File: config.mk
export PLATFORM = sky130hd
export DESIGN_NAME = irqv_unit
export DESIGN_NICKNAME = d
export VERILOG_FILES = /design/src/rtl/irqv_pkg.sv /design/src/rtl/irqv_edge_latch.sv /design/src/rtl/irqv_prio_pick.sv /design/src/rtl/irqv_unit.sv
export SDC_FILE = /design/constraint.sdc
export NUM_CORES = 1
export LEC_CHECK = 0
export BUFFER_PORTS_ARGS = -buffer_cell sky130_fd_sc_hd__buf_2
export CORE_MARGIN = 2
export CORE_UTILIZATION = 42
export DETAILED_ROUTE_END_ITERATION = 10
export PLACE_DENSITY = 0.71
export SYNTH_ARGS = -nofsm -noshare
export SYNTH_HDL_FRONTEND = slang
export SYNTH_SLANG_ARGS = --single-unit
File: constraint.sdc
create_clock -name clk -period 1.2 [get_ports clk]
set_input_delay 0.12 -clock clk [delete_from_list [all_inputs] [get_ports clk]]
set_output_delay 0.12 -clock clk [all_outputs]
set_load 0.05 [all_outputs]
File: src/rtl/irqv_pkg.sv
package irqv_pkg;
    // Source index equals rank: lower index wins.
    localparam int NSRC = 5;
    typedef enum logic [2:0] {
        SRC_TRAP = 3'd0,
        SRC_R75  = 3'd1,
        SRC_R65  = 3'd2,
        SRC_R55  = 3'd3,
        SRC_GEN  = 3'd4
    } src_e;

    // Mask register bit positions (also the byte layout of set-mask writes)
    localparam int MB_55  = 0;
    localparam int MB_65  = 1;
    localparam int MB_75  = 2;
    localparam int MB_IE  = 3;
    localparam int MB_MSE = 3;
    localparam int MASK_W = 4;
endpackage

File: src/rtl/irqv_edge_latch.sv
module irqv_edge_latch #(
    parameter int N = 5
) (
    input  logic         clk,
    input  logic         rst_n,
    input  logic [N-1:0] req,
    input  logic [N-1:0] clr,
    output logic [N-1:0] pend
);
    logic [N-1:0] prev_d, prev_q;
    logic [N-1:0] pend_d, pend_q;

    // A new edge wins over a clear in the same cycle.
    always_comb begin
        prev_d = req;
        for (int i = 0; i < N; i++) begin
            pend_d[i] = (pend_q[i] & ~clr[i]) | (req[i] & ~prev_q[i]);
        end
    end

    always_ff @(posedge clk) begin
        if (!rst_n) begin
            prev_q <= '0;
            pend_q <= '0;
        end else begin
            prev_q <= prev_d;
            pend_q <= pend_d;
        end
    end

    assign pend = pend_q;
endmodule

File: src/rtl/irqv_prio_pick.sv
module irqv_prio_pick #(
    parameter int N = 5
) (
    input  logic [N-1:0] cand,
    output logic [N-1:0] grant,
    output logic         any
);
    logic [N:0] above;

    assign above[0] = 1'b0;
    for (genvar g = 0; g < N; g++) begin : g_rank
        assign grant[g]   = cand[g] & ~above[g];
        assign above[g+1] = above[g] | cand[g];
    end
    assign any = above[N];
endmodule

File: src/rtl/irqv_unit.sv
module irqv_unit #(
    parameter int              DAT_W    = 8,
    parameter int              VEC_W    = 16,
    parameter logic [VEC_W-1:0] V_TRAP  = 16'h0024,
    parameter logic [VEC_W-1:0] V_R75   = 16'h003C,
    parameter logic [VEC_W-1:0] V_R65   = 16'h0034,
    parameter logic [VEC_W-1:0] V_R55   = 16'h002C,
    parameter logic [VEC_W-1:0] V_GEN   = 16'h0038
) (
    input  logic             clk,
    input  logic             rst_n,
    input  logic             trap_in,
    input  logic             rq75_in,
    input  logic             rq65_in,
    input  logic             rq55_in,
    input  logic             gen_in,
    input  logic             boundary,
    input  logic             en_stb,
    input  logic             dis_stb,
    input  logic             mask_wr,
    input  logic [DAT_W-1:0] wr_data,
    input  logic             mask_rd,
    output logic [DAT_W-1:0] rd_data,
    output logic             take,
    output logic [VEC_W-1:0] vec
);
    import irqv_pkg::*;

    localparam int PAD_W = DAT_W - MASK_W;

    typedef struct packed {
        logic [MASK_W-1:0] imask;
        logic              take;
        logic [VEC_W-1:0]  vec;
        logic [DAT_W-1:0]  rdat;
    } ctl_t;

    ctl_t ctl_d, ctl_q;

    logic [NSRC-1:0]  req_v, pend, cand, grant, clr;
    logic             any;
    logic [VEC_W-1:0] vec_tab [NSRC];
    logic [VEC_W-1:0] sel_vec;
    logic             unused_wr_hi;

    assign unused_wr_hi = ^wr_data[DAT_W-1:MASK_W];

    assign req_v[SRC_TRAP] = trap_in;
    assign req_v[SRC_R75]  = rq75_in;
    assign req_v[SRC_R65]  = rq65_in;
    assign req_v[SRC_R55]  = rq55_in;
    assign req_v[SRC_GEN]  = gen_in;

    assign vec_tab[SRC_TRAP] = V_TRAP;
    assign vec_tab[SRC_R75]  = V_R75;
    assign vec_tab[SRC_R65]  = V_R65;
    assign vec_tab[SRC_R55]  = V_R55;
    assign vec_tab[SRC_GEN]  = V_GEN;

    irqv_edge_latch #(.N(NSRC)) u_latch (
        .clk   (clk),
        .rst_n (rst_n),
        .req   (req_v),
        .clr   (clr),
        .pend  (pend)
    );

    // Serviceable candidates, gated by enable and per-source masks
    assign cand[SRC_TRAP] = pend[SRC_TRAP];
    assign cand[SRC_R75]  = pend[SRC_R75] & ctl_q.imask[MB_IE] & ctl_q.imask[MB_75];
    assign cand[SRC_R65]  = pend[SRC_R65] & ctl_q.imask[MB_IE] & ctl_q.imask[MB_65];
    assign cand[SRC_R55]  = pend[SRC_R55] & ctl_q.imask[MB_IE] & ctl_q.imask[MB_55];
    assign cand[SRC_GEN]  = pend[SRC_GEN] & ctl_q.imask[MB_IE];

    irqv_prio_pick #(.N(NSRC)) u_pick (
        .cand  (cand),
        .grant (grant),
        .any   (any)
    );

    assign clr = (boundary && any) ? grant : '0;

    always_comb begin
        sel_vec = '0;
        for (int i = 0; i < NSRC; i++) begin
            if (grant[i]) sel_vec = sel_vec | vec_tab[i];
        end
    end

    always_comb begin
        ctl_d      = ctl_q;
        ctl_d.take = boundary && any;
        if (boundary && any) ctl_d.vec = sel_vec;
        if (mask_rd) ctl_d.rdat = {{PAD_W{1'b0}}, ctl_q.imask};
        if (mask_wr && wr_data[MB_MSE]) begin
            ctl_d.imask[MB_75] = wr_data[MB_75];
            ctl_d.imask[MB_65] = wr_data[MB_65];
            ctl_d.imask[MB_55] = wr_data[MB_55];
        end
        if (en_stb)  ctl_d.imask[MB_IE] = 1'b1;
        if (dis_stb) ctl_d.imask[MB_IE] = 1'b0;
        if (boundary && any && !grant[SRC_TRAP]) ctl_d.imask[MB_IE] = 1'b0;
    end

    always_ff @(posedge clk) begin
        if (!rst_n) ctl_q <= '0;
        else        ctl_q <= ctl_d;
    end

    assign take    = ctl_q.take;
    assign vec     = ctl_q.vec;
    assign rd_data = ctl_q.rdat;
endmodule

======== After elaboration in Yosys (flattened, before gate mapping) ========
Index checks and enable logic that the tools add are counted.
storage, ports and cells
  bits in registers ....................... 35
  bits in latches ......................... 0
  bits in writable memories ............... 0
  ROM bits ................................ 0
  bits of input ports ..................... 20
  word-level logic and storage cells ...... 63
  memories ................................ 0
cells by class
  add/subtract/negate cells ............... 0
  multipliers ............................. 0
  divide/modulo/power cells ............... 0
  magnitude comparators ................... 0
  equal/unequal tests ..................... 0
  shift-type cells ........................ 0
  muxes and demuxes ....................... 6
  bitwise logic cells ..................... 45
  reductions and logical operators ........ 5
operator list
  kind                 number
  $mux W6              5
  $and A1 B1 Y1        21
  $not A1 Y1           15
  $or A1 B1 Y1         9
  $mux W5              1
  $logic_and A1 B1 Y1  3
  $reduce_or A3 Y1     1
  $logic_not A1 Y1     1

======== Depth between registers and ports, before layout ========
Gate-level depths: netlist of the first run.
  depth in word-level cells ............... 11
  depth in mapped cells ................... 4
  gate-level depth less buffers ........... 3

======== Hierarchy ========
A second synthesis of the first run with hierarchy kept.
second synthesis, totals
  cells, all modules ...................... 120
  area total of the unflattened synthesis .. 1143.6 sq um
modules (own cells, without submodules)
  module           times used  cells each  area each (sq um)
  irqv_unit        1           83          750.7
  irqv_edge_latch  1           30          337.8
  irqv_prio_pick   1           7           55.1

======== Worst setup path before layout of the first run ========
OpenSTA, ideal clock, no wires.
  path kind ............................... flip-flop to flip-flop
  start point ............................. register ctl_q[27] (netlist name)
  end point ............................... register ctl_q (netlist bit vec[2])
  arrival time ............................ 1110 ps
  required time ........................... 1081 ps
  setup slack ............................. -28 ps
  cell stages (with the launch flop) ...... 4
  period minus slack after synthesis ...... 1228 ps
  cell sequence ........................... dfxtp_1 -> a222oi_1 -> a31oi_1 -> o221a_1
between the ends
  longest elaborated chain between the ends .. 7
ends and longest elaborated chain
  what                                                RTL line                                    RTL
  start: declaration                                  irqv_unit.sv:38                             ctl_t ctl_d, ctl_q;
  start signal: assignment                            irqv_unit.sv:107                            else ctl_q <= ctl_d;
  $and A1 B1 Y1 (*)                                   irqv_unit.sv:70                             assign cand[SRC_R75] = pend[SRC_R75] & ctl_q.imask[MB_IE] & ctl_q.imask[MB_75];
  $or A1 B1 Y1                                        irqv_prio_pick.sv:13                        assign above[g+1] = above[g] | cand[g];
  $not A1 Y1 / $or A1 B1 Y1 (equally long branches)   irqv_prio_pick.sv:12, irqv_prio_pick.sv:13
  $and A1 B1 Y1 / $not A1 Y1 (equally long branches)  irqv_prio_pick.sv:12                        assign grant[g] = cand[g] & ~above[g];
  $mux W6 / $and A1 B1 Y1 (equally long branches)     irqv_unit.sv:86, irqv_prio_pick.sv:12
  $mux W6 (2 in a row)                                irqv_unit.sv:86                             if (grant[i]) sel_vec = sel_vec | vec_tab[i];
Every way passes the cells marked *; elsewhere a longest branch is shown, timed or not.
A chain may end at the register's enable or synchronous reset.

======== Final worst setup path of the first run ========
  start point ............................. register u_latch.pend_q[1] (netlist: u_latch.pend[1])
  end point ............................... register ctl_q (netlist bit vec[2])
between the ends
  longest elaborated chain between the ends .. 8
ends and longest elaborated chain
  what                                                RTL line                                    RTL
  start: declaration                                  irqv_edge_latch.sv:11                       logic [N-1:0] pend_d, pend_q;
  start signal: assignment                            irqv_edge_latch.sv:27                       pend_q <= pend_d;
  $and A1 B1 Y1 (*) (2 in a row)                      irqv_unit.sv:70
  $or A1 B1 Y1                                        irqv_prio_pick.sv:13
  $not A1 Y1 / $or A1 B1 Y1 (equally long branches)   irqv_prio_pick.sv:12, irqv_prio_pick.sv:13
  $and A1 B1 Y1 / $not A1 Y1 (equally long branches)  irqv_prio_pick.sv:12
  $mux W6 / $and A1 B1 Y1 (equally long branches)     irqv_unit.sv:86, irqv_prio_pick.sv:12
  $mux W6 (2 in a row)                                irqv_unit.sv:86
Marks and branches as above.

==> results.yml, run 1 <==
floorplan:
  initial_utilization_pct: 44.0
  die_h_um: 54.7
  chipWidth_um: 54.7
  die_area_um2: 2990
  io_pins: 45
  row_count: 18
  core_um2: 2450
place:
  place_inst: 169
  hpwl_um: 1380
  numPortBuffers: 24
  placed_area_um2: 1150
  place.gp.congestion: 0.732
finish:
  drive_gt1_share_pct: 28.8
  antenna_cells: 0
  finalInstanceArea_um2: 1210
  area_delta_synth_final_pct: 12.5
  nets: 167
  stdcell_count: 176
  post-route-util_pct: 49.5
critical_path:
  cp-start-kind: "flop"
  r2r-end: "vec[2]"
  reg2reg_from: "u_latch.pend[1]"
  crit_fanout: 4
  criticalPathCategory: "reg2reg"
  arrival_ns: 1.46
  cp.required_ns: 1.41
  crit_chain: "a222oi_1, buf_4, a31oi_1, o221a_1"
  crit_slowest_cell: "dfxtp_2"
  r2r_slack_ns: -0.05
  cp-end-kind: "flop"
  rr_worst_depth: 4
  critPathMaxStageDelay_ns: 0.35
route:
  via_per_inst: 4.57
  drc: 0
  wl_per_cell_um: 10.3
  vias: 805
  routed_wl_um: 1820
  drtAntennaViolNets: 0
  firstDrtPassIters: 4
  drt_iter0_drc: 10
cts:
  tritoncts: "built"
  htreeDepth: 1
  root_buffer: "clkbuf_4"
  clock_latency_ns: 0.30
  cts.path.max_buffers: 2
  clk_pin_slew_worst_paths_ns: 0.11
  cts.sinks: 23
  cts_buffers: 3
timing:
  slew_viol_final: 0
  clock_skew_ns: 0.00227
  finalSetupViolations: 1
  fmax_mhz: 799
  fin_crit_sh_pct: 104
  setup_slack_ns: -0.0512
  hold_viol_final: 0
  rsz0062_at_grt: "true"
  fin_crit_ns: 1.25
synth:
  async_flop_share_pct: 0
  synth_top_area_share_pct: 42.6
  yosysWarnings: 0
  ys_seq_area_share_pct: 42.6
  synthTopCellsByArea: "dfxtp_1 (43%), buf_4 (17%), nor2b_1 (4.6%), a21boi_0 (4.2%), and2_1 (4.1%)"
  synth_compound_area_share_pct: 16.7
  ys_seq_elements: 23
  mappedNetlistArea_um2: 1080
  synth_xor_area_share_pct: 0
  synth_fa_ha_area_share_pct: 0
  synth_flop_cell: "dfxtp_1"
  synth-simple-area-share_pct: 16.8
  syn_inst: 121
  ys_types: 25
  muxShareOfSynthArea_pct: 3.71
  yosysTopAreaCell: "dfxtp_1"
  synth_most_common_cell: "buf_4"
  synth.avg_cell_area_um2: 8.92
  synth_edf_count: 0
  synthTopCellsByCount: "buf_4 (24), dfxtp_1 (23), nand2_1 (11), nor2b_1 (8), and2_1 (7)"
  synth_top_family_by_area: "buffers and inverters"
power_and_ir_drop:
  p_total_mw: 1.48
  p_leak_nw: 0.575
  p_comb_share_pct: 20.9
  switching_share_pct: 30.5
  p_per_area_nw_per_um2: 1220
  clkPwrFrac_pct: 23.1
  vdd.ir_drop.worst_uv: 689
  pwr-share-seq_pct: 56.0
  p_switching_uw: 451
  p_int_mw: 1.03
grt:
  grt_pass1_wl_um: 2810
  grt_usage_pct: 13.4
  grt_pass1_vias: 673
  globalRouteOverflowTotal: 0
  antenna_found_initial: 0
  grt_max_degree: 25
hold_path:
  hp-class: "in2reg"
  whs_endpoint: "u_latch.prev_q[1]"
  hold_start: "rq75_in"
  worst_hold_path.num_cells: 2
run_status:
  violations: "setup timing"
  status: "finished, violations left"
job:
  cap_violations: 0
-- power by group through the flow --
stage                     clock [mW]  combinational (mW)  sequential (mW)
after floorplan                    0               0.274            0.846
after global placement             0               0.291            0.842
after detailed placement           0               0.295            0.845
after CTS                      0.361               0.299            0.827
after global routing           0.396               0.335            0.832
final                          0.341               0.309            0.827
-- state kept, by name, indices dropped and copies added (netlist names) --
register	count
u_latch.pend	5
ctl_q	4
vec	4
u_latch.prev_q	5
take	1
rd_data	4
-- worst max path at each step --
stage | startpoint | to | depth (start not counted)
after floorplan | u_latch.pend[1] | vec[2] | 3
after global placement | u_latch.pend[1] | vec[2] | 4
after detailed placement | u_latch.pend[1] | vec[2] | 4
after CTS | ctl_q[27] | vec[2] | 4
after global routing | u_latch.pend[1] | vec[2] | 4
final | u_latch.pend[1] | vec[2] | 4
-- area by class of cell --
class                           count  area (um^2)
Fill cell                         241         1240
Multi-Input combinational cell     80          473
Sequential cell                    23          464
Timing Repair Buffer               34          195
Tap cell                           30         37.5
Clock buffer                        4         26.3
Inverter                            5         18.8
-- what timing repair did --
item                       CTS  global route
setup endpoints to repair    2             8
gates resized for setup      0             2
buffers inserted             1             2
hold buffers                 0             0
pin swaps                    2             5
-- per-layer routing --
layer / track usage (%) / vias up / part of all wire (%)
li1: - / 416 / -
met3: 1.64 / 4 / 4.9
met5: 0 / - / 0
met2: 21.4 / 23 / 49
met4: 11.3 / 0 / 4.1
met1: 15.9 / 362 / 42
-- kinds of logic (layout without fill, tap and decap cells) --
kind of cell           Yosys count  in the layout
AOI/OAI and AO/OA               25             25
buffers and inverters           33             43
DFF                             23             23
muxes                            4              4
other                            1             16
and+or+nand+nor                 35             35
-- critical path: cells and delay by family (launching register included) --
kind                   cells  cell delay (ns)
buffers and inverters      1             0.18
AOI/OAI and AO/OA          3             0.63
DFF                        1             0.35
-- through the flow --
step / setup WS (ns) / setup TNS, ns / hold slack (ns)
final: -0.0512 / -0.0512 / 0.0272
after detailed placement: -0.0428 / -0.0493 / 0.346
after CTS: -0.0484 / -0.0756 / 0.0169
after floorplan: -0.0188 / -0.0362 / 0.247
after global routing: -0.0904 / -0.134 / 0.00792
after global placement: -0.00733 / -0.00733 / 0.340
-- cells in the final DEF, fill, tap and decap left out --
master and count:
dfxtp_2 3, a22oi_2 1, nor2b_1 8, a21o_1 1, nor2_1 3, nand2b_1 1
buf_2 24, nand2_1 11, a222oi_1 1, nand3_1 4, o221a_1 1, a21oi_1 1
clkbuf_1 1, inv_1 5, a32o_1 1, and2_1 7, o211ai_1 1, a31oi_2 1
a31oi_1 3, conb_1 16, o22ai_1 3, dfxtp_1 20, o21ai_0 2, mux2i_1 4
a21boi_0 6, and3b_1 1, o21a_1 3, clkbuf_4 3, buf_4 10
(Power assumes the default switching activity.)
==> run 2: changes to the inputs <==
ABC_AREA = 1   (was unset)
CORE_UTILIZATION = 41   (was 42)
PLACE_DENSITY = 0.72   (was 0.71)
==> results.yml, run 2 <==
place:
  place.gp.congestion: 0.765
  pre_cts_ws_ns: -0.0314
  place_inst: 182
  placed_area_um2: 1080
  hpwl_um: 1350
  numPortBuffers: 24
route:
  routed_wl_um: 1740
  drtAntennaViolNets: 0
  vias: 849
  firstDrtPassIters: 4
  via_per_inst: 4.56
  drc: 0
  drt_iter0_drc: 16
  wl_per_cell_um: 9.38
cts:
  clock_latency_ns: 0.29
  cts.path.max_buffers: 2
  post_cts_buffers: 0
  hold_buffers: 0
  cts.sinks: 23
  root_buffer: "clkbuf_4"
  cts_buffers: 3
  htreeDepth: 1
  clk_pin_slew_worst_paths_ns: 0.11
  tritoncts: "built"
finish:
  area_delta_synth_final_pct: 11.7
  antenna_cells: 0
  layout_common_cells: "buf_2 (24), dfxtp_1 (21), nand2_1 (19)"
  final_common_cell: "buf_2"
  nets: 177
  post-route-util_pct: 47.8
  drive_gt1_share_pct: 27.6
  finalInstanceArea_um2: 1170
  stdcell_count: 186
synth:
  mappedNetlistArea_um2: 1050
  ys_seq_elements: 23
  synthTopCellsByCount: "buf_4 (24), dfxtp_1 (23), nand2_1 (21), nor2_1 (19), inv_1 (13)"
  ys_types: 17
  synth.avg_cell_area_um2: 7.61
  async_flop_share_pct: 0
  ys_seq_area_share_pct: 43.9
  yosysWarnings: 0
  yosysTopAreaCell: "dfxtp_1"
  syn_inst: 138
  synth_edf_count: 0
  synth_top_area_share_pct: 43.9
  synth_flop_cell: "dfxtp_1"
  synth_most_common_cell: "buf_4"
  synthTopCellsByArea: "dfxtp_1 (44%), buf_4 (17%), nand2_1 (7.5%), nor2_1 (6.8%), nand3_1 (5.2%)"
floorplan:
  initial_utilization_pct: 42.8
  row_count: 18
  chipWidth_um: 54.6
  die_area_um2: 2980
  core_um2: 2450
  die_h_um: 54.6
  io_pins: 45
timing:
  fin_crit_ns: 1.12
  hold_ws_ns: 0.0168
  setup_slack_ns: 0.0844
  hold_viol_final: 0
  slew_viol_final: 0
  clock_skew_ns: 0.000830
  fin_crit_sh_pct: 93.0
  fmax_mhz: 896
  finalSetupTns_ns: 0
  finalSetupViolations: 0
job:
  cap_violations: 0
critical_path:
  crit_path_start: "ctl_q[27]"
  rr_worst_depth: 6
  cp-start-kind: "flop"
  reg2reg_from: "ctl_q[27]"
  cp.required_ns: 1.44
  r2r_slack_ns: 0.08
  cp-end-kind: "flop"
  crit_fanout: 4
  crit_slowest_cell: "dfxtp_1"
  r2r-end: "vec[4]"
  criticalPathCategory: "reg2reg"
  critPathMaxStageDelay_ns: 0.43
  arrival_ns: 1.35
  crit_chain: "nand3_4, nor2_1, nor2_1, nand2_1, nand2_1, a21oi_1"
grt:
  grt_usage_pct: 12.7
  grt_max_degree: 18
  antenna_found_initial: 0
  grt_pass1_vias: 687
  grt_pass1_wl_um: 2720
  globalRouteOverflowTotal: 0
power_and_ir_drop:
  switching_share_pct: 32.8
  pwr-share-seq_pct: 56.0
  p_per_area_nw_per_um2: 1300
  p_comb_share_pct: 21.9
  p_leak_nw: 0.611
  p_int_mw: 1.02
  clkPwrFrac_pct: 22.1
  p_switching_uw: 498
  vdd.ir_drop.worst_uv: 619
  p_total_mw: 1.52
hold_path:
  hold_start: "rq75_in"
  whs_endpoint: "u_latch.prev_q[1]"
  worst_hold_path.num_cells: 3
  hp-class: "in2reg"
run_status:
  status: "complete, no violations"
-- run 2: changes by cell type after synthesis, sizes merged, moves of 6 or more --
cell,previous run,this run
nor2b,8,0
nand3,4,11
nand2,11,23
nor2,3,19
and2,7,0
o21ai,2,10
a21boi,6,0
inv,5,13
-- run 2: power groups by stage --
| stage | Combinational [mW] | Sequential (mW) | Clock (mW) |
|---|---|---|---|
| finish | 0.332 | 0.850 | 0.336 |
| floorplan | 0.316 | 0.855 | 0 |
| CTS | 0.320 | 0.839 | 0.355 |
| detailed placement | 0.320 | 0.856 | 0 |
| global placement | 0.314 | 0.854 | 0 |
| global route | 0.361 | 0.855 | 0.391 |
-- run 2: routing by layer --
metal | track usage (%) | routed length, um
met3 | 2.73 | 107
met2 | 22.6 | 935
met4 | 6.25 | 29
met5 | 0 | 0
met1 | 14.0 | 671
-- run 2: logic make-up after synthesis --
| family | synth area share, % |
|---|---|
| compound gates | 7.75 |
| simple gates | 25.4 |
| other cells | 0.357 |
| flops | 43.9 |
| buf+inv | 22.6 |
-- run 2: worst max-delay path by stage --
stage | end | cells past startpoint | slack (ns)
after detailed placement | u_latch.pend[2] | 7 | -0.03
after global routing | u_latch.pend[0] | 5 | -0.007
final | vec[4] | 6 | 0.08
after global placement | u_latch.pend[1] | 7 | 0.02
after floorplan | u_latch.pend[1] | 7 | 0.13
after CTS | u_latch.pend[2] | 7 | 0.002
-- run 2: final cells by class --
class / count / area, um^2
Fill cell: 253 / 1280
Multi-Input combinational cell: 91 / 467
Sequential cell: 23 / 465
Timing Repair Buffer: 25 / 128
Inverter: 13 / 48.8
Tap cell: 30 / 37.5
Clock buffer: 4 / 26.3
-- run 2: what timing repair did --
action                                 in CTS  in global routing
gates resized for setup                     1                 14
pin swaps                                   0                  2
endpoints found under the hold margin       0                  0
setup endpoints to repair                   6                  9
-- run 2: worst max-delay path, delay by kind of cell (launching register included) --
| kind | cells | cell delay [ns] |
|---|---|---|
| simple gates | 5 | 0.51 |
| flops | 1 | 0.43 |
| compound gates | 1 | 0.11 |
==> run 3: changes to the inputs <==
CORE_ASPECT_RATIO = 0.6   (was unset)
CORE_UTILIZATION = 43   (was 41)
PLACE_DENSITY = 0.73   (was 0.72)
SYNTH_HIERARCHICAL = 1   (was unset)
==> results.yml, run 3 <==
floorplan:
  core_um2: 2560
  die_h_um: 44.6
  chipWidth_um: 71.6
  row_count: 14
  die_area_um2: 3190
  io_pins: 45
  initial_utilization_pct: 46.1
synth:
  synth_top_family_by_area: "buffers and inverters"
  syn_inst: 166
  ys_seq_area_share_pct: 39.1
  synth-simple-area-share_pct: 26.0
  muxShareOfSynthArea_pct: 0
  synth_most_common_cell: "inv_1"
  synthTopCellsByCount: "inv_1 (29), nand2_1 (26), nor2_1 (26), buf_4 (25), dfxtp_1 (23)"
  synth_flop_cell: "dfxtp_1"
  yosysWarnings: 6
  ys_types: 20
  mappedNetlistArea_um2: 1180
  async_flop_share_pct: 0
  ys_seq_elements: 23
  synth_fa_ha_area_share_pct: 0
  synth_xor_area_share_pct: 0
  synth_top_area_share_pct: 39.1
  synthTopCellsByArea: "dfxtp_1 (39%), buf_4 (16%), inv_1 (9.2%), nand2_1 (8.3%), nor2_1 (8.3%)"
  synth.avg_cell_area_um2: 7.10
  yosysTopAreaCell: "dfxtp_1"
  synth_edf_count: 0
  synth_compound_area_share_pct: 6.90
finish:
  post-route-util_pct: 54.5
  nets: 214
  drive_gt1_share_pct: 34.7
  nFillCells: 241
  final_common_cell: "inv_1"
  layout_common_cells: "inv_1 (26), buf_2 (24), nand2_1 (22)"
  area_delta_synth_final_pct: 18.3
  antenna_cells: 0
critical_path:
  cp-start-kind: "flop"
  cp-end-kind: "flop"
  r2r_slack_ns: -0.10
  rr_worst_depth: 10
  crit_fanout: 6
  arrival_ns: 1.46
  reg2reg_from: "u_latch/pend[1]"
  r2r-end: "u_latch/pend[3]"
  criticalPathCategory: "reg2reg"
  cp.required_ns: 1.36
grt:
  grt_pass1_vias: 755
  antenna_found_initial: 0
  grt_max_degree: 21
  globalRouteOverflowTotal: 0
  grt_util_met1_pct: 18.7
  grt_pass1_wl_um: 3260
  grt_use_met2_pct: 18.7
  grt_usage_pct: 13.3
  grt_use_met3_pct: 5.69
  top_usage_layer: "met2"
timing:
  finalSetupViolations: 9
  rsz0062_at_grt: "true"
  hold_viol_final: 0
  slew_viol_final: 0
  fin_crit_sh_pct: 108
  fmax_mhz: 769
  setup_slack_ns: -0.100
  fin_crit_ns: 1.30
  clock_skew_ns: 0.00317
route:
  wl_per_cell_um: 8.59
  routed_wl_um: 1930
  firstDrtPassIters: 4
  drt_iter0_drc: 21
  drtAntennaViolNets: 0
  drc: 0
  vias: 929
  via_per_inst: 4.13
cts:
  cts.sinks: 23
  clk_pin_slew_worst_paths_ns: 0.07
  cts_buffers: 3
  cts.path.max_buffers: 2
  htreeDepth: 1
  tritoncts: "built"
  clock_latency_ns: 0.26
  root_buffer: "clkbuf_8"
hold_path:
  worst_hold_path.num_cells: 3
  hold_start: "trap_in"
  whs_endpoint: "u_latch/prev_q[0]"
  hp-class: "in2reg"
place:
  hpwl_um: 1450
  place.gp.congestion: 0.756
  numPortBuffers: 24
power_and_ir_drop:
  p_leak_nw: 0.739
  vdd.ir_drop.worst_uv: 588
  p_total_mw: 1.69
  p_per_area_nw_per_um2: 1210
run_status:
  violations: "setup timing"
  status: "finished, violations left"
job:
  cap_violations: 0
-- run 3: area by class of cell --
type	count	area [um^2]	area share, %
multi-input combinational	100	510	36.6
sequential	23	467	33.5
timing repair buffer	35	210	15.1
inverter	31	121	8.71
clock buffer	4	45.0	3.23
tap	32	40.0	2.87
-- run 3: worst max-delay path by stage --
stage | startpoint | end | slack, ns | cells past startpoint
after floorplan | u_latch/pend[1] | vec[3] | -0.005 | 10
after global placement | ctl_q[28] | u_latch/pend[0] | -0.07 | 10
after detailed placement | u_latch/pend[1] | u_latch/pend[0] | -0.1 | 10
after CTS | ctl_q[28] | u_latch/pend[3] | -0.08 | 10
after global routing | ctl_q[28] | u_latch/pend[2] | -0.21 | 10
final | u_latch/pend[1] | u_latch/pend[3] | -0.10 | 10
-- run 3: logic make-up (layout without fill, tap and decap cells) --
kind of cell,count (synthesis),in the layout
and+or+nand+nor,71,71
buffers and inverters,58,70
DFF,23,23
AOI/OAI and AO/OA,13,13
other,1,16
-- run 3: per-layer routing --
layer | up-vias | wire [um]
met5 | - | 0
met4 | 0 | 8
met3 | 2 | 145
met2 | 26 | 782
met1 | 391 | 995
li1 | 510 | -
-- run 3: worst max-delay path, stage by stage (launching register included) --
cell and delay, ns:
dfxtp_2 0.35, nand2_2 0.07, nor2_4 0.16, nor2_4 0.05
nand4_1 0.11, nand2_2 0.08, buf_6 0.15, nor2_2 0.07
inv_1 0.04, nand3_1 0.06, nand2_1 0.05
-- run 3: through the flow --
step                      instance area, um^2  TNS (ns)  std cells  setup WS (ns)  hold WS (ns)
after floorplan                          1250  -0.00490        181       -0.00490         0.209
after global placement                   1270    -0.557        220        -0.0716         0.315
after detailed placement                 1270    -0.711        220         -0.100         0.320
after CTS                                1350    -0.486        224        -0.0765        0.0465
after global routing                     1390     -1.81        225         -0.210        0.0543
final                                    1390    -0.673        225         -0.100        0.0532
-- run 3: repair_timing --
action                                  4_1_cts  5_1_grt
resized for setup                            14        9
setup buffers                                 0        1
hold buffers                                  0        0
cloned                                        0        0
pin swaps                                     5        7
endpoints found under the setup margin       10       11
-- run 3: report_power, final --
part           switching [mW]  internal (mW)
logic                   0.277          0.107
clock network           0.233          0.237
registers              0.0263          0.811
